File: src/rtl/cnt_pkg.sv
package cnt_pkg;
  localparam int STAGE_W = 4;
  typedef logic [STAGE_W-1:0] nib_t;
  typedef enum logic [1:0] {
    MODE_HOLD  = 2'd0,
    MODE_INC   = 2'd1,
    MODE_LOAD  = 2'd2,
    MODE_CLEAR = 2'd3
  } mode_e;
endpackage

File: src/rtl/cnt_mode_dec.sv
module cnt_mode_dec
  import cnt_pkg::*;
(
  input  logic  clr_n,
  input  logic  load_n,
  input  logic  en_p,
  input  logic  en_t,
  output mode_e mode
);
  always_comb begin
    if (!clr_n)            mode = MODE_CLEAR;
    else if (!load_n)      mode = MODE_LOAD;
    else if (en_p && en_t) mode = MODE_INC;
    else                   mode = MODE_HOLD;
  end
endmodule

File: src/rtl/cnt_stage.sv
module cnt_stage
  import cnt_pkg::*;
(
  input  logic clk,
  input  logic clr_n,
  input  logic load_n,
  input  nib_t d,
  input  logic en_p,
  input  logic en_t,
  output nib_t q,
  output logic tc
);
  mode_e mode;
  nib_t  q_r;

  cnt_mode_dec u_dec (
    .clr_n  (clr_n),
    .load_n (load_n),
    .en_p   (en_p),
    .en_t   (en_t),
    .mode   (mode)
  );

  always_ff @(posedge clk) begin
    case (mode)
      MODE_CLEAR: q_r <= '0;
      MODE_LOAD:  q_r <= d;
      MODE_INC:   q_r <= q_r + 1'b1;
      default:    q_r <= q_r;
    endcase
  end

  assign q  = q_r;
  assign tc = en_t & (&q_r);

  logic armed = 1'b0;
  always_ff @(posedge clk) armed <= 1'b1;

  assert_clear_R1: assert property (@(posedge clk) disable iff (!armed)
    !$past(clr_n) |-> (q == '0));
  assert_load_R2: assert property (@(posedge clk) disable iff (!armed)
    ($past(clr_n) && !$past(load_n)) |-> (q == $past(d)));
  assert_inc_R3: assert property (@(posedge clk) disable iff (!armed)
    ($past(clr_n) && $past(load_n) && $past(en_p) && $past(en_t))
      |-> (q == nib_t'($past(q) + 1'b1)));
  assert_hold_R4: assert property (@(posedge clk) disable iff (!armed)
    ($past(clr_n) && $past(load_n) && !($past(en_p) && $past(en_t)))
      |-> $stable(q));
endmodule

File: src/rtl/casc_counter.sv
module casc_counter
  import cnt_pkg::*;
#(
  parameter int N_STAGES = 3,
  localparam int W = N_STAGES * STAGE_W
) (
  input  logic         clk,
  input  logic         clr_n,
  input  logic         load_n,
  input  logic [W-1:0] load_d,
  input  logic         en_par,
  input  logic         en_carry,
  output logic [W-1:0] count_q,
  output logic         term_cnt
);
  logic [N_STAGES:0] carry;
  assign carry[0] = en_carry;

  for (genvar k = 0; k < N_STAGES; k++) begin : g_stage
    nib_t q_k;
    cnt_stage u_stage (
      .clk    (clk),
      .clr_n  (clr_n),
      .load_n (load_n),
      .d      (load_d[k*STAGE_W +: STAGE_W]),
      .en_p   (en_par),
      .en_t   (carry[k]),
      .q      (q_k),
      .tc     (carry[k+1])
    );
    assign count_q[k*STAGE_W +: STAGE_W] = q_k;
  end

  assign term_cnt = carry[N_STAGES];

  logic armed = 1'b0;
  always_ff @(posedge clk) armed <= 1'b1;

  assert_chain_inc_R7: assert property (@(posedge clk) disable iff (!armed)
    ($past(clr_n) && $past(load_n) && $past(en_par) && $past(en_carry))
      |-> (count_q == W'($past(count_q) + 1'b1)));
  assert_wrap_R6: assert property (@(posedge clk) disable iff (!armed)
    ($past(clr_n) && $past(load_n) && $past(en_par) && $past(term_cnt))
      |-> (count_q == '0));
  assert_wide_tc_R8: assert property (@(posedge clk) disable iff (!armed)
    term_cnt |-> ((&count_q) && en_carry));
endmodule

File: config.mk
export PLATFORM = sky130hd
export DESIGN_NAME = casc_counter
export DESIGN_NICKNAME = d
export VERILOG_FILES = /design/src/rtl/cnt_pkg.sv /design/src/rtl/cnt_mode_dec.sv /design/src/rtl/cnt_stage.sv /design/src/rtl/casc_counter.sv
export SDC_FILE = /design/constraint.sdc
export NUM_CORES = 1
export LEC_CHECK = 0
export CORE_MARGIN = 2
export CORE_UTILIZATION = 40
export DETAILED_ROUTE_END_ITERATION = 16
export HOLD_SLACK_MARGIN = 0.05
export PLACE_DENSITY = 0.73
export SYNTH_ARGS = -nofsm -noshare
export SYNTH_HDL_FRONTEND = slang
export SYNTH_HIERARCHICAL = 1
export SYNTH_SLANG_ARGS = --single-unit
File: constraint.sdc
create_clock -name clk -period 1.93 [get_ports clk]
set_clock_uncertainty 0.2 [all_clocks]
set_input_delay 0.4825 -clock clk [delete_from_list [all_inputs] [get_ports clk]]
set_output_delay 0.4825 -clock clk [all_outputs]
set_load 0.01 [all_outputs]
## Word-level counts from Yosys, hierarchy flattened

Index checks and enable logic that the tools add are counted.

| storage, ports and cells | value |
|---|---|
| memory bits (read-only) | 0 |
| output and inout bits | 13 |
| register bits | 12 |
| RAM bits | 0 |
| memories kept | 0 |
| latch bits | 0 |
| input port bits | 17 |

| cells by class | value |
|---|---|
| bitwise operators | 3 |
| divide/modulo/power cells | 0 |
| add/sub/neg operators | 3 |
| reduce and logical (&&, ||, !) cells | 9 |
| multiply operators | 0 |
| shift-type cells | 0 |
| eq/ne operators | 9 |
| $lt $le $gt $ge | 0 |
| multiplexer cells | 12 |

Operators by type and width:

| cell | number |
|---|---|
| one-hot mux 4 bit (3 select lines) | 3 |
| adder 4 x 1 -> 4 bit (second input constant) | 3 |
| equality test 2 bit (second input constant) | 6 |
| 2-to-1 mux 2 bit | 6 |
| AND reduction 4 bit | 3 |
| nonzero test 3 bit | 3 |
| equality test 2 x 1 -> 1 bit (second input constant) | 3 |
| AND 1 bit | 3 |
| logical AND 1 bit | 3 |
| 2-to-1 mux 1 bit | 3 |

## Longest topological paths before layout

| logic depth | value |
|---|---|
| word-level depth | 9 |
| mapped depth | 9 |
| gate-level depth less buffers | 9 |

## Hierarchy

The synthesis kept the hierarchy.

By module, submodules not included:

| module | cells each | times used | area each (µm²) | sequential area each (µm²) |
|---|---|---|---|---|
| cnt_stage | 25 | 3 | 276.5 | 120.1 |
| cnt_mode_dec | 3 | 3 | 12.5 | 0.0 |

## Worst setup path after synthesis

Ideal clock, no wire load.

| timing path | value |
|---|---|
| kind | reg2reg |
| start | register g_stage[0].u_stage.q_r[0] |
| end | register g_stage[2].u_stage.q_r[3] (data pin) |
| arrival time | 1712 ps |
| clock period less this slack | 2177 ps |
| cell stages (with the launch flop) | 10 |
| required time | 1465 ps |
| slack | -247 ps |
| setup time | 265 ps |
| cell sequence | edfxtp_1 -> ha_1 -> and4_2 -> and4_2 -> nand3_1 -> nand2_1 -> inv_1 -> ha_1 -> nand3_1 -> o211ai_1 |

| on the way | value |
|---|---|
| word-level cells in the longest chain between the ends | 9 |

RTL lines:

| element | RTL line | source |
|---|---|---|
| start, declared | cnt_stage.sv:14 | `nib_t q_r;` |
| start signal, assigned | cnt_stage.sv:28 | `MODE_INC: q_r <= q_r + 1'b1;` |
| start signal, assigned | cnt_stage.sv:29 | `default: q_r <= q_r;` |
| AND reduction 4 bit (*) | cnt_stage.sv:34 | `assign tc = en_t & (&q_r);` |
| AND 1 bit (*) | cnt_stage.sv:34 |  |
| net carry[1] | casc_counter.sv:16 | `logic [N_STAGES:0] carry;` |
| AND 1 bit (*) | cnt_stage.sv:34 |  |
| net carry[2] | casc_counter.sv:16 |  |
| logical AND 1 bit (*) | cnt_mode_dec.sv:13 | `else if (en_p && en_t) mode = MODE_INC;` |
| 2-to-1 mux 1 bit (*) | cnt_mode_dec.sv:13 |  |
| 2-to-1 mux 2 bit (*) | cnt_mode_dec.sv:12 | `else if (!load_n) mode = MODE_LOAD;` |
| 2-to-1 mux 2 bit (*) | cnt_mode_dec.sv:11 | `if (!clr_n) mode = MODE_CLEAR;` |
| net g_stage[2].u_stage.mode[0] | cnt_stage.sv:13 | `mode_e mode;` |
| equality test 2 x 1 -> 1 bit / equality test 2 bit (equally long branches) | cnt_stage.sv:25 | `case (mode)` |
| one-hot mux 4 bit (3 select lines) (*) | cnt_stage.sv:25 |  |
| end signal, assigned | cnt_stage.sv:28 |  |
| end signal, assigned | cnt_stage.sv:29 |  |
| end, declared | cnt_stage.sv:14 |  |

Mark *: on every way through the listed nets, which the timed path passes. The rest lies on a longest branch.
A chain may end at the register's enable or synchronous reset.

## Final worst setup path

| timing path | value |
|---|---|
| start | register g_stage[0].u_stage.q_r[0] |
| end | output port term_cnt |

| on the way | value |
|---|---|
| word-level cells in the longest chain between the ends | 4 |

RTL lines:

| element | RTL line | source |
|---|---|---|
| AND reduction 4 bit | cnt_stage.sv:34 |  |
| AND 1 bit | cnt_stage.sv:34 |  |
| net carry[1] | casc_counter.sv:16 |  |
| AND 1 bit | cnt_stage.sv:34 |  |
| net carry[2] | casc_counter.sv:16 |  |
| AND 1 bit | cnt_stage.sv:34 |  |
| end, declared | casc_counter.sv:14 | `output logic term_cnt` |

The timed path passes the listed nets, and every way through them passes these cells.

==> qor.yml <==
status:
  status: "finished, violations left"
  failed_checks: "setup timing"
logic_synthesis:
  synth_compound_area_share_pct: 10.4
  synth.top_cell.area_share_pct: 41.6
  synthCells: 84
  muxShareOfSynthArea_pct: 0
  ys_ff_latch: 12
  synth_area_leaders: "edfxtp_1 (42%), ha_1 (17%), nand3_1 (5.2%), a22oi_1 (5.2%), nor2b_1 (4.3%)"
  syn_area_um2: 867
  synth-edff-count: 12
  ys_types: 14
  synthXorXnorAreaFrac_pct: 3.03
  synth_top_cell_by_area: "edfxtp_1"
  synth.avg_cell_area_um2: 10.3
  yosysWarnings: 6
  syn_nets: 113
  synth_fa_ha_area_share_pct: 17.3
  postSynth.asyncResetShare_pct: 0
  yosys.area_share.simple_pct: 23.8
  synth_top_family_by_area: "simple AND/OR/NAND/NOR gates"
  synth_common_cells: "edfxtp_1 (12), ha_1 (12), inv_1 (9), nand2_1 (9), nand3_1 (9)"
  ys_seq_area_share_pct: 41.6
  ys.flop_type: "edfxtp_1"
timing:
  period_needed_ps: 2230
  min_period_over_period_pct: 115
  layout_setup_ws_ps: -298
  finalHoldViolCount: 0
  relSlewSlack_pct: 80.0
  rsz0062_at_grt: "yes"
  finalSetupViolations: 12
  whs_ps: 553
  slew_violations: 0
  tightestPinTransition_ps: 300
  fmax_ghz: 0.449
floorplan:
  initial_core_util_pct: 43.3
  fp.dieH_um: 50.6
  die-area_um2: 2560
  coreArea_um2: 2000
  io_pins: 30
  rows: 16
  die_w_um: 50.6
run:
  maxCapViolCount: 0
global_routing:
  grt_pass1_vias: 906
  grt_pass1_wl_mm: 4.01
  gr-total-overflow: 0
  grt_start_max_net_pins: 8
  grt_antenna_before_repair: 0
  grt_usage_pct: 21.1
power:
  p_leak_nw: 0.699
  power.density_nw_per_um2: 481
  pwr-share-seq_pct: 43.6
  ir_drop_v: 0.000287
  internal_power_mw: 0.532
  clock_power_share_pct: 21.8
  swShare_pct: 28.6
  p_sw_mw: 0.213
  p_comb_share_pct: 34.6
finish:
  largest_register_ffs: 12
  finalNonFillerCells: 169
  areaGrowthSynthToFinish_pct: 78.8
  diodes: 0
  final_nets: 172
  fillers: 157
  layout-drive-gt1-share_pct: 37.3
clocking:
  clock_sinks: 12
  cts_buffers: 3
  cts_buffer_depth: 2
  ctsHoldBuffers: 0
  cts_tree: "done"
  worst_skew_pair.late_latency_ps: 270
  clk_pin_slew_ps: 80
  htreeDepth: 1
  clockRootBuffer: "clkbuf_4"
detailed_routing:
  ant_nets: 0
  viasPerCell: 5.01
  drc_errors: 0
  wire_per_inst_um: 14.1
  wirelength_mm: 2.39
  dr_total_vias: 847
  first_iter_violations: 24
  drt_pass1_iterations: 4
critical_path:
  reg2reg_slack_ps: -240
  worstReg2RegStart: "g_stage[0].u_stage/q[0]"
  cp.arrival_ps: 1550
  path_max_fanout: 2
  crit_end: "term_cnt"
  ff2ff_path_depth: 10
  end_kind: "output port"
  required_ps: 1250
  timing.rr.end: "g_stage[2].u_stage/q[3]"
  cp-start-kind: "flip-flop"
  crit_start: "g_stage[0].u_stage/q[0]"
  crit_type: "reg2out"
place:
  finalWeightedCongestion: 0.828
  place_hpwl_mm: 1.73
  placedCellCount: 159
  port_buffers: 29
worst_hold_path:
  hold_path_class: "reg2reg"
power by group through the flow:
| stage | sequential [mW] | clock (mW) | combinational (mW) |
|---|---|---|---|
| finish | 0.325 | 0.162 | 0.258 |
| global route | 0.328 | 0.184 | 0.281 |
| detailed placement | 0.331 | 0 | 0.236 |
| global placement | 0.329 | 0 | 0.230 |
| floorplan | 0.347 | 0 | 0.0775 |
| CTS | 0.324 | 0.167 | 0.244 |
layer usage:
| metal | GRT usage (%) | wire length [um] |
|---|---|---|
| met2 | 37.1 | 1250 |
| met4 | 9.46 | 29 |
| met1 | 25.6 | 1000 |
| met3 | 2.68 | 104 |
| met5 | 0 | 0 |
layout by cell type (no fill, tap or decap), drive strengths merged:
| cell type | n |
|---|---|
| xor2 | 3 |
| dlymetal6s2s | 1 |
| a22oi | 6 |
| nand2b | 3 |
| nand3b | 3 |
| o211ai | 3 |
| clkinv | 1 |
| nand4 | 3 |
| nand2 | 9 |
| nand3 | 9 |
| buf | 26 |
| edfxtp | 12 |
| and4 | 3 |
| clkdlybuf4s50 | 12 |
| clkbuf | 3 |
| a21boi | 3 |
| ha | 12 |
| inv | 9 |
| dlygate4sd2 | 15 |
| nor2b | 6 |
layout make-up:
class | count | area (um2) | share of cell area, %
clock buffers | 3 | 22.5 | 1.45
clock inverters | 1 | 3.75 | 0.242
inverters | 9 | 38.8 | 2.50
multi-input cells | 63 | 621 | 40.0
flip-flops and latches | 12 | 360 | 23.2
well taps | 27 | 33.8 | 2.18
repair buffers | 54 | 470 | 30.3
kinds of logic after synthesis:
kind of cell | Yosys count
DFF | 12
xor gates and xnor gates | 3
adders and majority gates | 12
AOI/OAI and AO/OA | 12
and+or+nand+nor | 36
buffers and inverters | 9
how the worst min path moves through the flow:
stage,from,end,slack (ps),cells past startpoint
global placement,g_stage[0].u_stage/q[3],g_stage[0].u_stage/q[3],510,3
floorplan,g_stage[2].u_stage/q[3],g_stage[2].u_stage/q[3],470,2
finish,g_stage[0].u_stage/q[3],g_stage[0].u_stage/q[3],550,3
global route,g_stage[2].u_stage/q[3],g_stage[2].u_stage/q[3],600,3
detailed placement,g_stage[0].u_stage/q[3],g_stage[0].u_stage/q[3],530,3
CTS,g_stage[0].u_stage/q[3],g_stage[0].u_stage/q[3],550,3
critical path: stages (launching register included):
cell and delay, ps:
edfxtp_1 370, ha_2 200, and4_4 200, and4_4 200
and4_4 200, buf_6 100
per-stage QoR:
step           setup slack [ps]  TNS, ps  cell area (um2)  utilization (%)  power [mW]
2_1_floorplan              -111     -305              920                -       0.424
3_3_place_gp               -892   -10160             1390             69.3       0.559
3_5_place_dp               -897   -10840             1390             69.3       0.567
6_report                   -298    -1530             1550             77.4       0.745
5_1_grt                    -381    -2590             1550             77.4       0.793
4_1_cts                    -305    -1360             1490             74.3       0.736
what timing repair did:
action                     CTS  global route
pin swaps                    8             7
setup endpoints to repair   33            17
resized for setup           34            12
buffers inserted             4             2
No activity file was read; power rests on OpenSTA's default activity.
